File: src/rtl/dll_ctrl_pkg.sv
package dll_ctrl_pkg;
  typedef enum logic [1:0] {
    PH_RISE = 2'd0,
    PH_FALL = 2'd1,
    PH_DONE = 2'd2,
    PH_FAIL = 2'd3
  } lock_phase_e;
endpackage

File: src/rtl/dll_sat_code.sv
module dll_sat_code #(
  parameter int W    = 4,
  parameter int INIT = 0
) (
  input  logic         clk,
  input  logic         rst_ni,
  input  logic         step_en,
  input  logic         step_up,
  output logic [W-1:0] code,
  output logic         at_wall
);
  localparam logic [W-1:0] CMAX  = {W{1'b1}};
  localparam logic [W-1:0] CINIT = W'(INIT);

  logic [W-1:0] code_q, code_d;

  // a step against the end of range is refused
  assign at_wall = step_en && (step_up ? (code_q == CMAX) : (code_q == '0));

  always_comb begin
    code_d = code_q;
    if (step_en && !at_wall) begin
      if (step_up) code_d = code_q + W'(1);
      else         code_d = code_q - W'(1);
    end
  end

  always_ff @(posedge clk or negedge rst_ni) begin
    if (!rst_ni)      code_q <= CINIT;
    else if (step_en) code_q <= code_d;
  end

  assign code = code_q;
endmodule

File: src/rtl/dll_flip_det.sv
module dll_flip_det #(
  parameter int WIN     = 8,
  parameter int REV_MIN = 4
) (
  input  logic clk,
  input  logic rst_ni,
  input  logic dec_en,
  input  logic dec,
  output logic lock_hit
);
  localparam int CNTW = $clog2(WIN);
  localparam int REVW = $clog2(WIN + 1);
  localparam logic [CNTW-1:0] CLAST = CNTW'(WIN - 1);
  localparam logic [REVW-1:0] RMIN  = REVW'(REV_MIN);

  logic [CNTW-1:0] cnt_q, cnt_d;
  logic [REVW-1:0] rev_q, rev_d, rev_sum;
  logic            prev_q, seen_q;
  logic            flip;

  assign flip    = seen_q && (dec != prev_q);
  assign rev_sum = rev_q + REVW'(flip);
  assign lock_hit = dec_en && (cnt_q == CLAST) && (rev_sum >= RMIN);

  always_comb begin
    cnt_d = cnt_q;
    rev_d = rev_q;
    if (dec_en) begin
      if (cnt_q == CLAST) begin
        cnt_d = '0;
        rev_d = '0;
      end else begin
        cnt_d = cnt_q + CNTW'(1);
        rev_d = rev_sum;
      end
    end
  end

  always_ff @(posedge clk or negedge rst_ni) begin
    if (!rst_ni) begin
      cnt_q  <= '0;
      rev_q  <= '0;
      prev_q <= 1'b0;
      seen_q <= 1'b0;
    end else if (dec_en) begin
      cnt_q  <= cnt_d;
      rev_q  <= rev_d;
      prev_q <= dec;
      seen_q <= 1'b1;
    end
  end
endmodule

File: src/rtl/dll_lock_ctrl.sv
module dll_lock_ctrl
  import dll_ctrl_pkg::*;
#(
  parameter int CW      = 5,
  parameter int FW      = 4,
  parameter int WIN     = 8,
  parameter int REV_MIN = 4
) (
  input  logic             clk,
  input  logic             rst_n,
  input  logic             sample_en,
  input  logic             pd_rise,
  input  logic             pd_fall,
  output logic [CW+FW-1:0] d1_code,
  output logic [FW-1:0]    d2_code,
  output logic             lock_rise,
  output logic             lock_fall,
  output logic             lock_fail
);
  localparam int D1W  = CW + FW;
  localparam int D2MID = 1 << (FW - 1);

  // reset: asserted at once, removed on a clock edge
  logic rs_q0, rs_q1;
  always_ff @(posedge clk or negedge rst_n) begin
    if (!rst_n) begin
      rs_q0 <= 1'b0;
      rs_q1 <= 1'b0;
    end else begin
      rs_q0 <= 1'b1;
      rs_q1 <= rs_q0;
    end
  end

  lock_phase_e ph_q, ph_d;
  logic en1, en2, wall1, wall2, hit1, hit2;

  assign en1 = sample_en && (ph_q == PH_RISE);
  assign en2 = sample_en && (ph_q == PH_FALL);

  dll_sat_code #(.W(D1W), .INIT(0)) u_code1 (
    .clk(clk), .rst_ni(rs_q1), .step_en(en1), .step_up(pd_rise),
    .code(d1_code), .at_wall(wall1)
  );

  dll_sat_code #(.W(FW), .INIT(D2MID)) u_code2 (
    .clk(clk), .rst_ni(rs_q1), .step_en(en2), .step_up(pd_fall),
    .code(d2_code), .at_wall(wall2)
  );

  dll_flip_det #(.WIN(WIN), .REV_MIN(REV_MIN)) u_det1 (
    .clk(clk), .rst_ni(rs_q1), .dec_en(en1), .dec(pd_rise), .lock_hit(hit1)
  );

  dll_flip_det #(.WIN(WIN), .REV_MIN(REV_MIN)) u_det2 (
    .clk(clk), .rst_ni(rs_q1), .dec_en(en2 && !wall2), .dec(pd_fall),
    .lock_hit(hit2)
  );

  always_comb begin
    ph_d = ph_q;
    unique case (ph_q)
      PH_RISE: if (hit1) ph_d = PH_FALL;
      PH_FALL: begin
        if (wall2)     ph_d = PH_FAIL;
        else if (hit2) ph_d = PH_DONE;
      end
      default: ph_d = ph_q;
    endcase
  end

  always_ff @(posedge clk or negedge rs_q1) begin
    if (!rs_q1)         ph_q <= PH_RISE;
    else if (sample_en) ph_q <= ph_d;
  end

  assign lock_rise = (ph_q != PH_RISE);
  assign lock_fall = (ph_q == PH_DONE);
  assign lock_fail = (ph_q == PH_FAIL);
endmodule

File: config.mk
export PLATFORM = sky130hd
export DESIGN_NAME = dll_lock_ctrl
export DESIGN_NICKNAME = d
export VERILOG_FILES = /design/src/rtl/dll_ctrl_pkg.sv /design/src/rtl/dll_sat_code.sv /design/src/rtl/dll_flip_det.sv /design/src/rtl/dll_lock_ctrl.sv
export SDC_FILE = /design/constraint.sdc
export NUM_CORES = 1
export LEC_CHECK = 0
export BUFFER_PORTS_ARGS = -buffer_cell sky130_fd_sc_hd__buf_2
export CORE_AREA = 4 4 61 74
export CTS_BUF_LIST = sky130_fd_sc_hd__clkbuf_8
export DETAILED_ROUTE_END_ITERATION = 8
export DIE_AREA = 0 0 65 78
export PLACE_DENSITY = 0.8
export SLEW_MARGIN = 20
export SYNTH_ARGS = -nofsm -noshare
export SYNTH_HDL_FRONTEND = slang
export SYNTH_SLANG_ARGS = --single-unit
File: constraint.sdc
create_clock -name clk -period 1.5 [get_ports clk]
set_clock_uncertainty 0.15 [all_clocks]
set_input_delay 0.225 -clock clk [delete_from_list [all_inputs] [get_ports clk]]
set_output_delay 0.225 -clock clk [all_outputs]
set_load 0.05 [all_outputs]
Word-level counts from Yosys, hierarchy flattened

Index checks and enable logic that the tools add are counted.
W data, S select, Z words.

Add/subtract/negate cells: 8
Reduce and logical (&&, ||, !) cells: 22
Order comparisons: 2
Equality and inequality tests: 11
Multiplexer cells: 12

Operator list:

| operator              | number |
|---|---|
| $logic_and A1 B1 Y1   | 12 |
| $mux W4               | 3 |
| $add A9 B1 Y9 const B | 1 |
| $eq A9 B9 Y1 const B  | 1 |
| $logic_not A9 Y1      | 1 |
| $mux W9               | 1 |
| $sub A9 B1 Y9 const B | 1 |
| $add A4 B1 Y4         | 2 |
| $ge A4 B3 Y1 const B  | 2 |
| $add A3 B1 Y3 const B | 2 |
| $eq A3 B3 Y1 const B  | 2 |
| $mux W2               | 3 |
| $mux W3               | 2 |
| $add A4 B1 Y4 const B | 1 |
| $eq A2 B2 Y1 const B  | 2 |
| $eq A4 B4 Y1 const B  | 1 |
| $logic_not A4 Y1      | 1 |
| $pmux W2 S2           | 1 |
| $reduce_and A2 Y1     | 2 |
| $reduce_and A4 Y1     | 1 |
| $reduce_bool A2 Y1    | 2 |
| $sub A4 B1 Y4 const B | 1 |
| $ne A3 B2 Y1 const B  | 1 |
| $eq A2 B1 Y1 const B  | 1 |
| 5 further kinds       | 8 |

Output and inout bits: 16
Bits in registers: 35

Logic depth before layout (Yosys ltp)

Gate-level depths: netlist of the first run.

Depth after elaboration: 10
Depth in mapped cells: 9
Depth with buffers taken out: 8

Modules after synthesis

Synthesis of the first run repeated with hierarchy kept, for this count alone.

Cell total of the unflattened synthesis: 208
Area total of the unflattened synthesis: 2177.1 um^2

By module, submodules not included:

| module                 | times used | cells an instance | area each (um^2) | sequential area each (um^2) |
|---|---|---|---|---|
| dll_flip_det           | 2          | 44                | 489.2            | 225.2 |
| dll_sat_code (u_code1) | 1          | 81                | 735.7            | 225.2 |
| dll_sat_code (u_code2) | 1          | 23                | 264.0            | 101.3 |
| dll_lock_ctrl          | 1          | 16                | 198.9            | 100.1 |

Worst setup path before layout of the first run

OpenSTA, ideal clock, no wires.

Path type: input-to-reg
From: input port pd_rise
To: register u_code1.code_q[8] (netlist: u_code1.code[8])
Buffers on the path: 1
Arrival time: 2.066 ns
Stages on the path: 8
Setup slack: -0.858 ns
Path through: clkbuf_1 -> inv_1 -> fa_1 -> a211oi_1 -> o21ai_1 -> and4_1 -> o31ai_2 -> xnor2_2

Word-level cells in the longest chain between the ends: 5
Elaborated cells on any way between the ends: 6
Those cells by class: mux (2); reduce/logical (4)

Ends and longest elaborated chain:

| what                        | RTL line            | RTL |
|---|---|---|
| start, declared             | dll_lock_ctrl.sv:12 | `input logic pd_rise,` |
| $mux W1                     | dll_sat_code.sv:18  | `assign at_wall = step_en && (step_up ? (code_q == CMAX) : (code_q == '0));` |
| $logic_and A1 B1 Y1         | dll_sat_code.sv:18  |  |
| $logic_not A1 Y1            | dll_sat_code.sv:22  | `if (step_en && !at_wall) begin` |
| $logic_and A1 B1 Y1         | dll_sat_code.sv:22  |  |
| $reduce_and A2 Y1 (no line) | -                   |  |
| end signal, assigned        | dll_sat_code.sv:30  | `else if (step_en) code_q <= code_d;` |
| end, declared               | dll_sat_code.sv:15  | `logic [W-1:0] code_q, code_d;` |

Parallel ways exist; a longest one is shown, timed or not.
A chain may end at the register's enable or synchronous reset.

Worst setup path after layout of the first run

From: register u_code1.code_q[0] (netlist: u_code1.code[0])
To: register u_code1.code_q[8] (netlist: u_code1.code[8])

Word-level cells in the longest chain between the ends: 6
Elaborated cells on any way between the ends: 10
Those cells by class: add/sub (2); eq/ne (1); mux (2); reduce/logical (5)

Ends and longest elaborated chain:

| what |
|---|
| branches (longest 6 deep; another with $sub A9 B1 Y9) |

Several ways; the timed one is not identified.

==> results.py, run 1 <==
metrics = {
    "global_route": {
        "grt_usage": 0.261,
        "grt_max_degree": 27,
        "grt_pass1_wl_um": 9910,
        "grt_pass1_vias": 2060,
        "antenna_found_initial": 0,
        "grt-ovfl-total": 0,
    },
    "placed_design": {
        "io_buffers": 20,
        "placed_cell_area_um2": 2690,
        "post-dp-hpwl_um": 3380,
        "dp_cells": 321,
        "place_congestion": 0.865,
    },
    "drt": {
        "ant_nets": 0,
        "routed_wl_um": 6880,
        "wl_per_cell_um": 19.7,
        "dr_total_vias": 2027,
        "via_per_inst": 5.81,
        "drc_errors": 0,
        "dr.pass1.iters": 4,
        "first_iter_violations": 278,
    },
    "yosys": {
        "synth_area_leader_cell": "dfrtp_1",
        "ys_ff_latch": 35,
        "dominantRegCellSynth": "dfrtp_1",
        "synth_edf_count": 0,
        "synth_top_family_by_area": "simple AND/OR/NAND/NOR gates",
        "syn-num-nets": 227,
        "synth.area.top_cells": "dfrtp_1, ha_1, mux2_1",
        "synthArstFlopShare": 1.00,
        "yosysTopAreaCellShare": 0.414,
        "ys_warn_count": 0,
        "synth.area.mux_share": 0.0487,
        "synthCells": 203,
        "synth_compound_area_frac": 0.144,
        "synth.distinct_cells": 41,
        "yosys-top-cells-count": "dfrtp_1, nand2_1, ha_1",
        "yosys.area_share.adder": 0.123,
        "syn_area_um2": 2060,
        "yosysMostFrequentCell": "dfrtp_1",
        "synthXorXnorAreaFrac": 0.0676,
        "synthSimpleGateAreaFrac": 0.164,
        "ys_seq_area_frac": 0.427,
        "syn_avg_cell_area_um2": 10.1,
    },
    "critical_path": {
        "cp-start-kind": "register",
        "path_delay_family": "compound AO/OA/AOI/OAI gates",
        "r2r_start": "u_code1.code[0]$_DFFE_PN0P_",
        "reg2regPathDepth": 6,
        "endpoint_kind": "register",
        "rr_endpoint": "u_code1.code[8]$_DFFE_PN0P_",
        "crit_slowest_cell": "dfrtp_2",
        "cpPeakStageDelay_ns": 0.44,
        "cp-endpoint": "u_code1.code[8]$_DFFE_PN0P_",
        "crit_start": "u_code1.code[0]$_DFFE_PN0P_",
        "crit_arrival_ns": 2.19,
        "r2r_slack_ns": -0.62,
        "cp.required_ns": 1.57,
        "cp.buffers_inverters": 0,
        "crit_chain": "fa_2, a211oi_2, o21ai_2, and4_4, o31ai_4, xnor2_2",
        "criticalPathCategory": "register to register",
        "cp_max_fo": 3,
        "cp.depth": 6,
    },
    "cells_and_area": {
        "num-nets-final": 318,
        "drive_gt1_frac": 0.590,
        "area_growth_pct": 66.4,
        "final_cells": 349,
        "n_antenna_cell": 0,
        "nFillCells": 158,
        "multi_input_area_um2": 1550,
        "seqCellArea_um2": 887,
        "design_area_um2": 3420,
    },
    "power_and_ir_drop": {
        "ir_worst_vdd_mv": 1.83,
        "power.density_nw_per_um2": 2460,
        "p_leak_nw": 1.57,
    },
    "run_status": {
        "status": "complete, but fails checks",
        "violations": "setup timing",
    },
    "floorplan": {
        "die_area_um2": 5070,
        "start_util": 0.534,
        "ioPinCount": 21,
        "fp-row-count": 25,
        "die_h_um": 78,
        "dieWidth_um": 65,
        "coreArea_um2": 3850,
    },
    "flow_run": {
        "maxCapViolations": 0,
    },
    "min_path": {
        "hold_path.class": "register to async pin",
    },
    "cts": {
        "clock-sinks": 35,
        "path_clk_slew_ns": 0.08,
        "numCtsBuffers": 5,
        "cts_tree": "yes",
        "clock_path_buffers": 2,
        "insertion_delay_ns": 0.30,
        "htree_levels": 2,
        "root_buffer": "clkbuf_8",
    },
    "timing": {
        "hold_viol": 0,
        "rsz0062_at_grt": "yes",
        "setup_slack_ns": -0.616,
        "period_share": 1.41,
        "max_freq_mhz": 472,
        "drv_slew": 0,
        "period_needed_ns": 2.12,
        "setup-violations-final": 34,
    },
}
-- where the power goes --
group | switching [W] | total (W) | internal (W)
logic | 0.00296 | 0.00572 | 0.00276
clock network | 0.000382 | 0.000877 | 0.000495
registers | 0.000436 | 0.00180 | 0.00136
total | 0.00378 | 0.00840 | 0.00462
-- cell families (layout without fill, tap and decap cells) --
group           after synthesis  in the layout
xor+xnor                     15             15
mux                           9              9
buf+inv                      10            102
other cells                   1              1
flops                        35             35
compound gates               47             47
simple gates                 67             67
fa+ha+maj                    19             19
-- what timing repair did --
action	CTS	global route
setup endpoints to repair	31	40
setup buffers	15	9
hold buffers	1	0
gates resized for setup	62	49
pin swaps	25	17
endpoints found under the hold margin	2	0
-- per-layer routing --
metal / up-vias / global-route usage / routed length [um] / share of wire
met3: 38 / 0.0695 / 409 / 0.059
li1: 913 / - / - / -
met2: 91 / 0.464 / 3620 / 0.53
met4: 0 / 0.114 / 377 / 0.055
met5: - / 0 / 0 / 0
met1: 985 / 0.285 / 2470 / 0.36
-- sequential cells by signal (all words and copies together), names as in the netlist --
name,count
u_det1.seen_q,1
rs_q0,1
u_det1.rev_q,4
u_code1.code,9
u_det2.rev_q,4
u_det1.cnt_q,3
rs_q1,1
u_code2.code,4
u_det2.seen_q,1
ph_q,2
u_det1.prev_q,1
u_det2.prev_q,1
u_det2.cnt_q,3
-- metrics by stage --
step	hold WS (ns)	setup TNS, ns	setup slack (ns)	utilization	power, W
floorplan	-0.221	-7.78	-0.615	-	0.00436
global placement	-0.138	-6.88	-0.464	0.699	0.00552
detailed placement	-0.140	-8.17	-0.606	0.699	0.00570
CTS	0.0215	-6.56	-0.505	0.825	0.00742
global route	0.0430	-10.43	-0.640	0.889	0.00885
finish	0.0253	-8.77	-0.616	0.889	0.00840
-- placed cells by master (no fill, tap or decap), types with 3 or more instances in the layout --
master     n
a31oi_1    4
a21oi_1    3
nand2b_1   4
xor2_1     6
nor4_2     3
buf_2     11
nor3_4     3
clkbuf_8   5
a21o_1     6
a21oi_2    4
mux2_4     8
o21ai_2    3
nand2_2    6
dfrtp_2    8
nand2_1   16
ha_4       6
and2_4     3
nor2_1     5
o21ai_0    4
o21ai_1    9
inv_1      3
nor2b_1    3
xnor2_1    6
buf_6     20
ha_1      10
clkbuf_4   3
dfrtp_1   26
buf_4     47
buf_8      7
-- worst register-to-register path, cell delays in order (launching register included) --
cell and delay [ns]:
dfrtp_2 0.44, fa_2 0.43, a211oi_2 0.29, o21ai_2 0.13
and4_4 0.18, o31ai_4 0.28, xnor2_2 0.14
-- worst min path at each step --
stage / start / endpoint / slack [ns] / depth (start not counted)
CTS: rs_q1$_DFF_PN0_ / u_code1.code[4]$_DFFE_PN0P_ / 0.02 / 0
finish: rs_q1$_DFF_PN0_ / u_code1.code[1]$_DFFE_PN0P_ / 0.03 / 0
floorplan: rst_n / rs_q0$_DFF_PN0_ / -0.22 / 0
detailed placement: rst_n / rs_q1$_DFF_PN0_ / -0.14 / 1
global route: rs_q1$_DFF_PN0_ / u_code1.code[3]$_DFFE_PN0P_ / 0.04 / 0
global placement: rst_n / rs_q0$_DFF_PN0_ / -0.14 / 1
-- cell type report --
cell class,instances,share of cell area
Multi-Input combinational cell,158,0.452
Sequential cell,35,0.259
Timing Repair Buffer,90,0.231
Clock buffer,5,0.0201
Tap cell,54,0.0198
Clock inverter,3,0.0128
Inverter,4,0.00439
No activity file was read; power rests on OpenSTA's default activity.
==> run 2: changes to the inputs <==
CORE_AREA = 2 2 59 72   (was 4 4 61 74)
DIE_AREA = 0 0 61 74   (was 0 0 65 78)
RECOVER_POWER = 50   (was not set)
==> results.py, run 2 (synthesis gave the netlist of run 1 again) <==
metrics = {
    "power_and_ir_drop": {
        "power.switching_w": 0.00389,
        "p_leak_nw": 1.58,
        "seq_power_share": 0.215,
        "power_w": 0.00848,
        "combPwrFrac": 0.688,
        "power.density_nw_per_um2": 2480,
        "clock_power_share": 0.097,
        "swShare": 0.459,
        "intPower_w": 0.00459,
        "ir_worst_vdd_mv": 1.87,
    },
    "cells_and_area": {
        "final_cells": 352,
        "largest_reg_flops": 9,
        "final_util": 0.890,
        "drive_gt1_frac": 0.611,
        "final_cell_mix": "buf_4, dfrtp_1, buf_6, nand2_1, ha_1",
        "num-nets-final": 321,
        "n_antenna_cell": 0,
        "area_growth_pct": 66.6,
        "final_common_cell": "buf_4",
    },
    "flow_run": {
        "maxCapViolations": 0,
    },
    "cts": {
        "numCtsBuffers": 5,
        "root_buffer": "clkbuf_8",
        "insertion_delay_ns": 0.32,
        "htree_levels": 2,
        "cts_tree": "yes",
        "clock-sinks": 35,
        "clock_path_buffers": 2,
        "path_clk_slew_ns": 0.09,
    },
    "global_route": {
        "grt_pass1_vias": 2057,
        "grt_usage": 0.304,
        "grt-ovfl-total": 0,
        "grt_max_degree": 21,
        "grt_pass1_wl_um": 9880,
        "antenna_found_initial": 0,
    },
    "timing": {
        "setup-violations-final": 33,
        "rsz0062_at_grt": "yes",
        "period_needed_ns": 2.02,
        "hold_viol": 0,
        "drv_slew": 0,
        "max_freq_mhz": 495,
        "holdWs_ns": 0.0911,
        "setup_slack_ns": -0.521,
        "period_share": 1.35,
        "relSlewSlack": 0.488,
        "tightest_slew_ns": 0.769,
    },
    "critical_path": {
        "crit_arrival_ns": 2.06,
        "rr_endpoint": "u_code1.code[6]$_DFFE_PN0P_",
        "cp.required_ns": 1.54,
        "r2r_start": "ph_q[1]$_DFFE_PN0P_",
        "crit_slowest_cell": "or3b_4",
        "criticalPathCategory": "register to register",
        "crit_chain": "or3b_4, a31oi_4, o31a_1, buf_6, mux2_4",
        "cp_max_fo": 5,
        "endpoint_kind": "register",
        "cp-start-kind": "register",
        "crit_start": "ph_q[1]$_DFFE_PN0P_",
        "cp-endpoint": "u_code1.code[6]$_DFFE_PN0P_",
        "cpPeakStageDelay_ns": 0.46,
        "r2r_slack_ns": -0.52,
        "reg2regPathDepth": 5,
    },
    "drt": {
        "wl_per_cell_um": 20.9,
        "via_per_inst": 5.90,
        "drc_errors": 0,
        "dr_total_vias": 2077,
        "first_iter_violations": 133,
        "routed_wl_um": 7360,
        "ant_nets": 0,
        "dr.pass1.iters": 4,
    },
    "floorplan": {
        "dieWidth_um": 61,
        "die_area_um2": 4510,
        "ioPinCount": 21,
        "coreArea_um2": 3850,
        "die_h_um": 74,
        "fp-row-count": 25,
        "start_util": 0.534,
    },
    "min_path": {
        "hold_path.class": "primary input to async pin",
    },
    "placed_design": {
        "post-dp-hpwl_um": 3330,
        "io_buffers": 20,
        "dp_cells": 323,
        "place_congestion": 0.889,
        "dp_slack_ns": -0.539,
    },
    "run_status": {
        "violations": "setup timing",
        "status": "complete, but fails checks",
    },
}
run 2: changes by cell type in the layout (fill, tap and decap cells not counted), sizes merged:
cell,delta
clkinvlp,+1
buf,+1
bufinv,-1
clkinv,-2
clkbuf,+4
run 2: what timing repair did:
action                                  CTS  global route
endpoints found under the hold margin     2             0
cloned                                    1             0
buffers inserted                         13             8
hold buffers                              1             0
pin swaps                                29            22
gates resized for setup                  68            52
endpoints found under the setup margin   31            43
run 2: worst min path at each step:
stage	from	end	cells past startpoint	slack (ns)
finish	rst_n	rs_q1$_DFF_PN0_	2	0.09
global route	rst_n	rs_q1$_DFF_PN0_	2	0.10
CTS	rs_q1$_DFF_PN0_	u_det2.cnt_q[2]$_DFFE_PN0N_	1	0.05
detailed placement	rst_n	rs_q0$_DFF_PN0_	1	-0.14
global placement	rst_n	rs_q0$_DFF_PN0_	1	-0.14
floorplan	rst_n	rs_q0$_DFF_PN0_	0	-0.22
run 2: critical path: cells and delay by family (launching register included):
| family | cells | cell delay, ns |
|---|---|---|
| AOI/OAI and AO/OA | 2 | 0.41 |
| and+or+nand+nor | 1 | 0.46 |
| muxes | 1 | 0.30 |
| buffers and inverters | 1 | 0.16 |
| DFF | 1 | 0.41 |
run 2: cell type report:
cell class | instances | area, um2
Inverter | 4 | 15.0
Fill cell | 155 | 423
Sequential cell | 35 | 888
Clock inverter | 1 | 7.51
Timing Repair Buffer | 93 | 811
Tap cell | 54 | 67.6
Clock buffer | 7 | 96.3
Multi-Input combinational cell | 158 | 1540
run 2: power groups by stage:
stage,registers [W],clock network (W),logic [W]
final,0.00182,0.000827,0.00583
after global routing,0.00185,0.000866,0.00615
after CTS,0.00174,0.000802,0.00498
after detailed placement,0.00168,0,0.00403
after global placement,0.00166,0,0.00388
after floorplan,0.00239,0,0.00198
run 2: routing by layer:
| layer | global-route usage | part of all wire | up-vias |
|---|---|---|---|
| met4 | 0.140 | 0.047 | 0 |
| met5 | 0 | 0 | - |
| li1 | - | - | 914 |
| met1 | 0.364 | 0.38 | 1021 |
| met2 | 0.517 | 0.53 | 107 |
| met3 | 0.0661 | 0.048 | 35 |
run 2: through the flow:
step                      setup TNS [ns]  cell area (um2)
after floorplan                    -7.78             2190
after global routing               -9.90             3420
final                              -8.30             3420
after global placement             -6.64             2690
after CTS                          -6.30             3230
after detailed placement           -7.49             2690
